--- config.mk ---
export PLATFORM = sky130hd
export DESIGN_NAME = periodic_irq_gen
export DESIGN_NICKNAME = d
export VERILOG_FILES = /design/src/rtl/psq_pkg.sv /design/src/rtl/psq_divider.sv /design/src/rtl/psq_rate_tap.sv /design/src/rtl/psq_irq.sv /design/src/rtl/periodic_irq_gen.sv
export SDC_FILE = /design/constraint.sdc
export NUM_CORES = 1
export LEC_CHECK = 0
export BUFFER_PORTS_ARGS = -buffer_cell sky130_fd_sc_hd__buf_2
export CORE_AREA = 2 2 81 83
export CTS_BUF_LIST = sky130_fd_sc_hd__clkbuf_8
export DETAILED_ROUTE_END_ITERATION = 8
export DIE_AREA = 0 0 83 85
export GPL_TIMING_DRIVEN = 1
export PLACE_DENSITY = 0.87
export REMOVE_ABC_BUFFERS = 1
export SLEW_MARGIN = 20
export SYNTH_ARGS = -nofsm -noshare
export SYNTH_HDL_FRONTEND = slang
export SYNTH_SLANG_ARGS = --single-unit
--- constraint.sdc ---
create_clock -name clk -period 17.9 [get_ports clk]
set_clock_uncertainty 0.1 [all_clocks]
set_input_delay 5.37 -clock clk [delete_from_list [all_inputs] [get_ports clk]]
set_output_delay 5.37 -clock clk [all_outputs]
set_load 0.03 [all_outputs]
--- src/rtl/psq_pkg.sv ---
// Package: shared helpers for the periodic generator.
// Assumes time-base sizes are powers of two given as log2 values.
package psq_pkg;

    // Largest of three log2 sizes, used to size the divider chain.
    function automatic int unsigned max3(int unsigned a, int unsigned b, int unsigned c);
        int unsigned m;
        m = (a > b) ? a : b;
        return (m > c) ? m : c;
    endfunction

    // Divider tap exponent for a rate code: period = 2^exp cycles.
    function automatic int unsigned tap_exp(int unsigned l2, logic [3:0] code, logic slow);
        int e;
        e = int'(l2) - 16 + int'(code);
        if (slow && code < 4'd3) e = e + 7;
        if (e > int'(l2) - 1) e = int'(l2) - 1;
        if (e < 1) e = 1;
        return int'(e);
    endfunction

endpackage

--- src/rtl/psq_divider.sv ---
// Module: binary divider chain with hold and once-per-second tick.
// Assumes the three log2 sizes are at least 2 and CW covers the largest.
module psq_divider #(
    parameter int unsigned L_HI  = 22,
    parameter int unsigned L_MID = 20,
    parameter int unsigned L_LO  = 15,
    parameter int unsigned CW    = 22
) (
    input  logic          clk,
    input  logic          rst_n,
    input  logic          hold,
    input  logic [1:0]    base_sel,
    output logic [CW-1:0] cnt,
    output logic [5:0]    l_cur,
    output logic          slow,
    output logic          run,
    output logic          tick
);
    localparam logic [CW-1:0] ONE = {{(CW-1){1'b0}}, 1'b1};

    logic [CW-1:0] half_pt;
    logic [CW-1:0] l_mask;
    logic          wrap;

    // Decode the time-base size and the chain's parking point.
    always_comb begin
        case (base_sel)
            2'd0:    l_cur = 6'(L_HI);
            2'd1:    l_cur = 6'(L_MID);
            default: l_cur = 6'(L_LO);
        endcase
        slow    = base_sel[1];
        run     = ~hold;
        half_pt = ONE << (l_cur - 6'd1);
        l_mask  = (ONE << l_cur) - ONE;
        wrap    = (cnt & l_mask) == l_mask;
    end

    // Advance the chain, or park it at half a second, and register the tick.
    always_ff @(posedge clk) begin
        if (!rst_n || hold) begin
            cnt  <= half_pt;
            tick <= 1'b0;
        end else begin
            cnt  <= cnt + ONE;
            tick <= wrap;
        end
    end

    // the tick is a single-cycle pulse.
    a_r2_tick_single: assert property (@(posedge clk) disable iff (!rst_n)
        tick |=> !tick);
    // a held chain never produces a tick.
    a_r3_hold_no_tick: assert property (@(posedge clk) disable iff (!rst_n)
        hold |=> !tick);

endmodule

--- src/rtl/psq_rate_tap.sv ---
// Module: selects the periodic tap of the chain and forms the square wave.
// Assumes cnt is the running divider value and run is high while it advances.
module psq_rate_tap #(
    parameter int unsigned CW = 22
) (
    input  logic          clk,
    input  logic          rst_n,
    input  logic          run,
    input  logic [CW-1:0] cnt,
    input  logic [5:0]    l_cur,
    input  logic          slow,
    input  logic [3:0]    rate_sel,
    input  logic          sq_en,
    output logic          per_evt,
    output logic          sqw
);
    import psq_pkg::*;

    localparam logic [CW-1:0] ONE = {{(CW-1){1'b0}}, 1'b1};

    logic [5:0]    e_amt;
    logic [CW-1:0] e_mask;
    logic [CW-1:0] cnt_nxt;
    logic          sq_bit;
    logic          rate_on;

    // Find the tap, detect the end of a period and the next square-wave level.
    always_comb begin
        e_amt   = 6'(tap_exp(32'(l_cur), rate_sel, slow));
        e_mask  = (ONE << e_amt) - ONE;
        rate_on = rate_sel != 4'd0;
        per_evt = run && rate_on && ((cnt & e_mask) == e_mask);
        cnt_nxt = cnt + ONE;
        sq_bit  = |((cnt_nxt >> (e_amt - 6'd1)) & ONE);
    end

    // Register the square wave, forced low when disabled or held.
    always_ff @(posedge clk) begin
        if (!rst_n) sqw <= 1'b0;
        else        sqw <= run && sq_en && rate_on && sq_bit;
    end

    // the square wave falls on the edge that ends a period.
    a_r7_fall_at_event: assert property (@(posedge clk) disable iff (!rst_n)
        per_evt |=> !sqw);
    // rate code zero keeps the square wave low.
    a_r6_off_low: assert property (@(posedge clk) disable iff (!rst_n)
        (rate_sel == 4'd0) |=> !sqw);

endmodule

--- src/rtl/psq_irq.sv ---
// Module: three sticky interrupt flags, masking and clear-on-read.
// Assumes event inputs are single-cycle pulses in the clk domain.
module psq_irq (
    input  logic       clk,
    input  logic       rst_n,
    input  logic       per_evt,
    input  logic       alarm_evt,
    input  logic       upd_evt,
    input  logic       rd,
    input  logic       pie,
    input  logic       aie,
    input  logic       uie,
    output logic [3:0] flags,
    output logic       irq_n
);
    logic pf_q, af_q, uf_q, sum;

    // Set flags on events, clear on read; a same-edge event wins.
    always_ff @(posedge clk) begin
        if (!rst_n) begin
            pf_q <= 1'b0;
            af_q <= 1'b0;
            uf_q <= 1'b0;
        end else begin
            pf_q <= per_evt   | (pf_q & ~rd);
            af_q <= alarm_evt | (af_q & ~rd);
            uf_q <= upd_evt   | (uf_q & ~rd);
        end
    end

    // Combine masked flags into the summary bit and the request pin.
    always_comb begin
        sum   = (pf_q & pie) | (af_q & aie) | (uf_q & uie);
        flags = {sum, pf_q, af_q, uf_q};
        irq_n = ~sum;
    end

    // an unread flag stays set.
    a_r8_flag_sticky: assert property (@(posedge clk) disable iff (!rst_n)
        (af_q && !rd) |=> af_q);
    // a read with no new event leaves every flag clear.
    a_r10_read_clears: assert property (@(posedge clk) disable iff (!rst_n)
        (rd && !per_evt && !alarm_evt && !upd_evt) |=> (flags[2:0] == 3'b000));
    // an event on the read edge is kept.
    a_r10_event_wins: assert property (@(posedge clk) disable iff (!rst_n)
        per_evt |=> pf_q);

endmodule

--- src/rtl/periodic_irq_gen.sv ---
// Module: top of the periodic interrupt and square-wave generator.
// Assumes clk is the time-base clock; events arrive synchronous to it.
module periodic_irq_gen #(
    parameter int unsigned L_HI  = 22,
    parameter int unsigned L_MID = 20,
    parameter int unsigned L_LO  = 15
) (
    input  logic       clk,
    input  logic       rst_n,
    input  logic [1:0] base_sel,
    input  logic       div_hold,
    input  logic [3:0] rate_sel,
    input  logic       sq_en,
    input  logic       pie,
    input  logic       aie,
    input  logic       uie,
    input  logic       alarm_pulse,
    input  logic       update_pulse,
    input  logic       flag_rd,
    input  logic       ck_div4,
    output logic       sqw,
    output logic       irq_n,
    output logic [3:0] flags,
    output logic       tick_1hz,
    output logic       ckout
);
    import psq_pkg::*;

    localparam int unsigned CW = max3(L_HI, L_MID, L_LO);

    logic [CW-1:0] cnt;
    logic [5:0]    l_cur;
    logic          slow, run, per_evt;
    logic [1:0]    ck_q;

    psq_divider #(.L_HI(L_HI), .L_MID(L_MID), .L_LO(L_LO), .CW(CW)) u_div (
        .clk(clk), .rst_n(rst_n), .hold(div_hold), .base_sel(base_sel),
        .cnt(cnt), .l_cur(l_cur), .slow(slow), .run(run), .tick(tick_1hz)
    );

    psq_rate_tap #(.CW(CW)) u_tap (
        .clk(clk), .rst_n(rst_n), .run(run), .cnt(cnt), .l_cur(l_cur),
        .slow(slow), .rate_sel(rate_sel), .sq_en(sq_en),
        .per_evt(per_evt), .sqw(sqw)
    );

    psq_irq u_irq (
        .clk(clk), .rst_n(rst_n), .per_evt(per_evt), .alarm_evt(alarm_pulse),
        .upd_evt(update_pulse), .rd(flag_rd), .pie(pie), .aie(aie), .uie(uie),
        .flags(flags), .irq_n(irq_n)
    );

    // Two-bit edge counter behind the divide-by-4 clock output.
    always_ff @(posedge clk) begin
        if (!rst_n) ck_q <= 2'd0;
        else        ck_q <= ck_q + 2'd1;
    end

    // Pick the undivided or divided time base for the clock output.
    always_comb ckout = ck_div4 ? ck_q[1] : clk;

    // the divide-by-4 output changes at most every second edge.
    a_r11_div4_slow: assert property (@(posedge clk) disable iff (!rst_n)
        $rose(ck_q[1]) |=> !$fell(ck_q[1]));

endmodule

==> results.sh, run 1 <==
export IMPL_wl_um=12400
export IMPL_timing_rr_end="u_tap.sqw"
export IMPL_worst_ep_required_time_ns=12.43
export IMPL_dp_hpwl_um=9500
export IMPL_power_share_switching=0.416
export IMPL_antenna_found_initial=0
export IMPL_p_leak_nw=1.55
export IMPL_grt_pass1_wl_um=20300
export IMPL_fin_util=0.694
export IMPL_grt_usage=0.349
export IMPL_wl_per_cell_um=19.3
export IMPL_viasPerCell=6.99
export IMPL_end_kind="output port"
export IMPL_cpPeakStageDelay_ns=0.24
export IMPL_synthToLayoutAreaGrowth_pct=4.11
export IMPL_synthCells=564
export IMPL_ys_warn_count=0
export IMPL_cellPowerDensity_nw_per_um2=58.2
export IMPL_pwr_share_seq=0.272
export IMPL_drtPass1Iterations=6
export IMPL_clk_pin_slew_ns=0.06
export IMPL_fillers=501
export IMPL_reg2reg_depth=10
export IMPL_synth_seq_cells=29
export IMPL_synth_edff_count=0
export IMPL_status="complete, no violations"
export IMPL_slew_headroom=0.317
export IMPL_die_w_um=83
export IMPL_whs_path_depth=1
export IMPL_synth_seq_area_share=0.140
export IMPL_slew_viol_final=0
export IMPL_worstSetupStartpointType="clock port"
export IMPL_cts_tree="yes"
export IMPL_p_sw_mw=0.104
export IMPL_regArea_um2=581
export IMPL_nets=609
export IMPL_path_max_fanout=2
export IMPL_grt_ovfl_total=0
export IMPL_drc=0
export IMPL_p_int_mw=0.146
export IMPL_rows=29
export IMPL_min_to="ck_q[0]"
export IMPL_multi_input_area_um2=3270
export IMPL_min_delay_start="ck_q[0]"
export IMPL_drt_iter0_markers=467
export IMPL_clkLatencyLatePin_ns=0.40
export IMPL_grt_max_degree=32
export IMPL_power_frac_comb=0.420
export IMPL_cts_hold_buffers=0
export IMPL_antenna_cells=0
export IMPL_rrSetupSlack_ns=14.58
export IMPL_cts_setup_buffers=0
export IMPL_path_common_cell="clkbuf_8"
export IMPL_fp_dieArea_um2=7060
export IMPL_vdd_drop_max_mv=0.0984
export IMPL_netlist_area_um2=4140
export IMPL_p_clk_frac=0.308
export IMPL_rsz0062_at_grt="false"
export IMPL_async_flop_share=0
export IMPL_port_buffers=24
export IMPL_die_height_um=85
export IMPL_num_vias=4487
export IMPL_finalSetupViolCount=0
export IMPL_start_util=0.667
export IMPL_gp_congestion=1.03
export IMPL_hold_path_class="register to register"
export IMPL_drive_gt1_frac=0.122
export IMPL_cts_resized_gates=0
export IMPL_path_cells="clkbuf_8 > clkbuf_8 > mux2_2 > buf_2"
export IMPL_core_area_um2=6200
export IMPL_cp_data_arrival_time_ns=9.59
export IMPL_grt_pass1_vias=4140
export IMPL_hold_violations=0
export IMPL_synth_distinct_cells=85
export IMPL_drtAntennaViolNets=0
export IMPL_path_class="clock port to output port"
export IMPL_synth_top_flop_cell="dfxtp_1"
export IMPL_r2r_start="u_div.cnt[5]"
export IMPL_tightest_slew_ns=1.01
export IMPL_avgSynthCellArea_um2=7.34
export IMPL_maxCapViolations=0
export IMPL_ios=25
export IMPL_tns_ns=0
export IMPL_crit_path_top_delay_cell="mux2_2"
critical path, delay by kind of cell:
family   cells  cell delay [ns]
mux          1             0.24
buf+inv      3             0.39
area by class of cell:
cell class                      count  area share
Clock buffer                        9      0.0267
Clock inverter                      3     0.00407
Inverter                           28      0.0244
Multi-Input combinational cell    472       0.759
Sequential cell                    29       0.135
Tap cell                           77      0.0224
Timing Repair Buffer               24      0.0285
synth_stat cells (all sizes together), types with 5 or more instances:
master | n | area, µm²
and2 | 5 | 31.3
nand2b | 8 | 50.1
ha | 27 | 338
or3 | 8 | 50.1
a211oi | 10 | 110
nand4 | 14 | 93.8
o21ai | 28 | 140
dfxtp | 29 | 581
inv | 28 | 105
clkbuf | 17 | 63.8
mux2i | 13 | 134
a31oi | 13 | 87.6
o211ai | 8 | 70.1
nand2 | 54 | 203
nand3 | 24 | 125
or2 | 5 | 31.3
xnor2 | 22 | 193
buf | 18 | 118
nor4 | 19 | 170
a21oi | 35 | 186
o31ai | 8 | 65.1
and3 | 6 | 37.5
o21a | 5 | 37.5
nor2 | 58 | 218
nor2b | 5 | 31.3
nor3 | 14 | 80.1
xor2 | 14 | 138
registers in the layout, summed over array words and instances, names as in the netlist:
signal	count
u_irq.pf_q	1
u_div.tick	1
u_irq.af_q	1
ck_q	2
u_irq.uf_q	1
u_tap.sqw	1
u_div.cnt	22
worst max path at each step:
stage,start,end,slack (ns),depth (start not counted)
2_1_floorplan,clk,ckout,3.15,1
3_3_place_gp,clk,ckout,3.08,2
3_5_place_dp,clk,ckout,3.08,2
4_1_cts,clk,ckout,2.84,4
5_1_grt,base_sel[1],u_irq.pf_q,2.75,29
6_report,clk,ckout,2.84,4
cell families after synthesis:
| kind of cell | count (synthesis) | share of synthesized area |
|---|---|---|
| AOI/OAI and AO/OA | 155 | 0.277 |
| xor gates and xnor gates | 36 | 0.0798 |
| adders and majority gates | 28 | 0.0865 |
| buffers and inverters | 63 | 0.0692 |
| DFF | 29 | 0.140 |
| muxes | 15 | 0.0378 |
| and+or+nand+nor | 238 | 0.310 |
power by group through the flow:
stage | Clock, mW | Combinational, mW | Sequential, mW
after global routing | 0.0802 | 0.115 | 0.0683
after global placement | 0.00521 | 0.101 | 0.0695
after floorplan | 0.00426 | 0.0764 | 0.0695
after detailed placement | 0.00521 | 0.102 | 0.0695
after CTS | 0.0776 | 0.102 | 0.0681
final | 0.0772 | 0.105 | 0.0682
per-layer routing:
layer / global-route usage / part of all wire / wire (µm)
met5: 0 / 0 / 0
met3: 0.0691 / 0.095 / 1180
met4: 0.230 / 0.065 / 802
met2: 0.557 / 0.45 / 5550
met1: 0.428 / 0.39 / 4860
cells in the final DEF, fill, tap and decap left out, types with 7 or more instances in the layout:
master    netlist  routed
a21oi_1        34      34
a31oi_1        12      12
buf_2          10      24
clkbuf_8        0       8
dfxtp_1        29      29
ha_1           27      27
inv_1          27      27
mux2i_1        12      12
nand2_1        54      54
nand2b_1        8       8
nand3_1        23      23
nand4_1        13      13
nor2_1         58      58
nor3_1         12      12
nor4_1         15      15
o21ai_0        26      26
o31ai_1         7       7
or3_1           8       8
xnor2_1        22      22
xor2_1         12      12
stage by stage:
stage	setup WS [ns]	total power, mW	std cells	cell area [µm²]	hold slack [ns]
2_1_floorplan	3.15	0.150	529	3960	0.311
3_3_place_gp	3.08	0.176	631	4180	0.321
3_5_place_dp	3.08	0.177	631	4180	0.329
4_1_cts	2.84	0.248	642	4310	0.340
5_1_grt	2.75	0.263	642	4310	0.363
6_report	2.84	0.251	642	4310	0.336
(Power assumes the default switching activity.)
==> inputs of run 2 (changes only) <==
- ABC_AREA: not set -> 1
- CORE_AREA: 2 2 81 83 -> 2 2 91 93
- DIE_AREA: 0 0 83 85 -> 0 0 93 95
- PLACE_DENSITY: 0.87 -> 0.78
- clock period: 17.9 -> 12.9 ns (I/O delays scaled with it)
==> run 2 against run 1 <==
  * Sequential share of layout area fell by 1.4 points
  * Die area rose by 25%
  * Core utilization fell by 8.6 points
  * Sequential power rose by 37%
  * Cell count rose by 43%
  * Clock-buffer cell count did not move
  * Critical path type unchanged
  * Largest power group unchanged
  * Highest routed layer unchanged
==> results.sh, run 2 <==
export IMPL_path_max_fanout=2
export IMPL_clk_pin_slew_ns=0.06
export IMPL_fillers=779
export IMPL_synth_compound_area_frac=0.0963
export IMPL_grt_ovfl_total=0
export IMPL_die_height_um=95
export IMPL_timing_fmax_mhz=90.6
export IMPL_path_cells="clkbuf_8 > clkbuf_8 > mux2_2 > buf_2"
export IMPL_power_share_switching=0.425
export IMPL_core_area_um2=7930
export IMPL_pwr_share_seq=0.211
export IMPL_synth_top_area_frac=0.182
export IMPL_whs_path_depth=1
export IMPL_nets=858
export IMPL_ios=25
export IMPL_rsz0062_at_grt="false"
export IMPL_slew_headroom=0.422
export IMPL_min_delay_start="ck_q[0]"
export IMPL_multi_input_area_um2=3360
export IMPL_synth_edff_count=0
export IMPL_final_common_cell="nand2_1"
export IMPL_reg2reg_depth=15
export IMPL_wl_um=13800
export IMPL_wl_per_cell_um=15.0
export IMPL_grt_max_degree=25
export IMPL_rows=33
export IMPL_post_route_min_period_ns=11.07
export IMPL_grt_pass1_wl_um=22100
export IMPL_crit_cells=4
export IMPL_drc=0
export IMPL_regArea_um2=581
export IMPL_finalSetupViolCount=0
export IMPL_cpLargestDelayFamily="buffers and inverters"
export IMPL_end_kind="output port"
export IMPL_hold_violations=0
export IMPL_cp_data_arrival_time_ns=7.10
export IMPL_fin_crit_sh=0.858
export IMPL_drtPass1Iterations=7
export IMPL_top_regs="u_div.cnt (22), ck_q (2)"
export IMPL_muxShareOfSynthArea=0.00251
export IMPL_async_flop_share=0
export IMPL_die_w_um=93
export IMPL_grt_pass1_vias=4782
export IMPL_gp_congestion=1.06
export IMPL_cts_hold_buffers=0
export IMPL_synthTopCellsByArea="nand2_1 (18%), dfxtp_1 (13%), nor2_1 (9.6%), inv_1 (9.5%), nand3_1 (8.8%)"
export IMPL_synth_top_family_by_area="simple AND/OR/NAND/NOR gates"
export IMPL_synth_seq_area_share=0.129
export IMPL_antenna_cells=0
export IMPL_synth_top_cell_by_area="nand2_1"
export IMPL_drtAntennaViolNets=0
export IMPL_synth_top_flop_cell="dfxtp_1"
export IMPL_synth_most_common_cell="nand2_1"
export IMPL_synth_distinct_cells=46
export IMPL_status="complete, no violations"
export IMPL_synth_fa_ha_area_frac=0.0798
export IMPL_cts_tree="yes"
export IMPL_synthCells=793
export IMPL_drive_gt1_frac=0.108
export IMPL_p_sw_mw=0.188
export IMPL_final_cell_mix="nand2_1 (217), nor2_1 (115), inv_1 (114)"
export IMPL_fin_util=0.608
export IMPL_maxCapViolations=0
export IMPL_worst_ep_required_time_ns=8.93
export IMPL_path_buf_inv=3
export IMPL_drt_iter0_markers=328
export IMPL_cts_setup_buffers=0
export IMPL_worstSetupStartpointType="clock port"
export IMPL_power_frac_comb=0.454
export IMPL_clkLatencyLatePin_ns=0.40
export IMPL_p_clk_frac=0.335
export IMPL_netlist_area_um2=4480
export IMPL_avgSynthCellArea_um2=5.65
export IMPL_regMostFlops="u_div.cnt"
export IMPL_tightest_slew_ns=0.867
export IMPL_antenna_found_initial=0
export IMPL_p_int_mw=0.255
export IMPL_timing_rr_end="u_tap.sqw"
export IMPL_ys_warn_count=0
export IMPL_min_to="ck_q[0]"
export IMPL_vdd_drop_max_mv=0.0720
export IMPL_fp_dieArea_um2=8840
export IMPL_r2r_start="u_div.cnt[1]"
export IMPL_grt_usage=0.314
export IMPL_largest_reg_flops=22
export IMPL_synthToLayoutAreaGrowth_pct=7.53
export IMPL_synth_simple_gate_area_frac=0.522
export IMPL_crit_path_top_delay_cell="mux2_2"
export IMPL_path_class="clock port to output port"
export IMPL_synth_seq_cells=29
export IMPL_cellPowerDensity_nw_per_um2=91.8
export IMPL_num_vias=5255
export IMPL_synth_xor_area_frac=0.0488
export IMPL_cts_resized_gates=0
export IMPL_rrSetupSlack_ns=10.10
export IMPL_start_util=0.566
export IMPL_p_leak_nw=2.37
export IMPL_dp_hpwl_um=11100
export IMPL_port_buffers=24
export IMPL_slew_viol_final=0
export IMPL_tns_ns=0
export IMPL_viasPerCell=5.72
export IMPL_hold_path_class="register to register"
export IMPL_path_common_cell="clkbuf_8"
export IMPL_cpPeakStageDelay_ns=0.24
export IMPL_synth_common_cells="nand2_1 (217), nor2_1 (115), inv_1 (114)"
## run 2: how the worst max path moves through the flow
stage | startpoint | endpoint | slack, ns
2_1_floorplan | clk | ckout | 2.15
3_3_place_gp | base_sel[1] | u_irq.pf_q | 1.84
3_5_place_dp | base_sel[1] | u_irq.pf_q | 1.50
4_1_cts | clk | ckout | 1.82
5_1_grt | base_sel[1] | u_irq.pf_q | 0.93
6_report | clk | ckout | 1.83
## run 2: cell type report
cell class,count,area share
multi-input cells,629,0.697
well taps,105,0.0272
inverters,121,0.0942
flip-flops and latches,29,0.120
clock inverters,3,0.0135
repair buffers,23,0.0239
clock buffers,9,0.0239
## run 2: power by group through the flow
stage                     Clock, mW  Sequential [mW]  Combinational (mW)
after floorplan             0.00592           0.0962               0.151
after global placement      0.00724           0.0954               0.192
after detailed placement    0.00724           0.0955               0.196
after CTS                     0.149           0.0935               0.197
after global routing          0.155           0.0937               0.226
final                         0.148           0.0936               0.201
## run 2: logic make-up (layout without fill, tap and decap cells)
logic type | count (synthesis) | in the layout
compound gates | 71 | 71
xor+xnor | 25 | 25
fa+ha+maj | 28 | 28
buf+inv | 135 | 156
flops | 29 | 29
mux | 1 | 1
simple gates | 504 | 504
## run 2: metrics by stage
step / power (mW) / setup WS (ns) / hold slack (ns) / area (µm²) / std cells
after detailed placement: 0.299 / 1.50 / 0.337 / 4650 / 908
after CTS: 0.439 / 1.82 / 0.347 / 4820 / 919
after global routing: 0.474 / 0.926 / 0.362 / 4820 / 919
final: 0.443 / 1.83 / 0.341 / 4820 / 919
after floorplan: 0.253 / 2.15 / 0.313 / 4400 / 779
after global placement: 0.294 / 1.84 / 0.321 / 4650 / 908
## run 2: layer usage
| metal | routed length [µm] | track usage |
|---|---|---|
| met1 | 5480 | 0.353 |
| met2 | 6760 | 0.557 |
| met3 | 931 | 0.0726 |
| met4 | 627 | 0.157 |
| met5 | 0 | 0 |
## run 2: worst reg2reg max path: cells and delay by family (launching register included)
kind	cells	cell delay, ns
flops	1	0.38
compound gates	2	0.38
fa+ha+maj	1	0.20
simple gates	11	1.54
xor+xnor	1	0.11
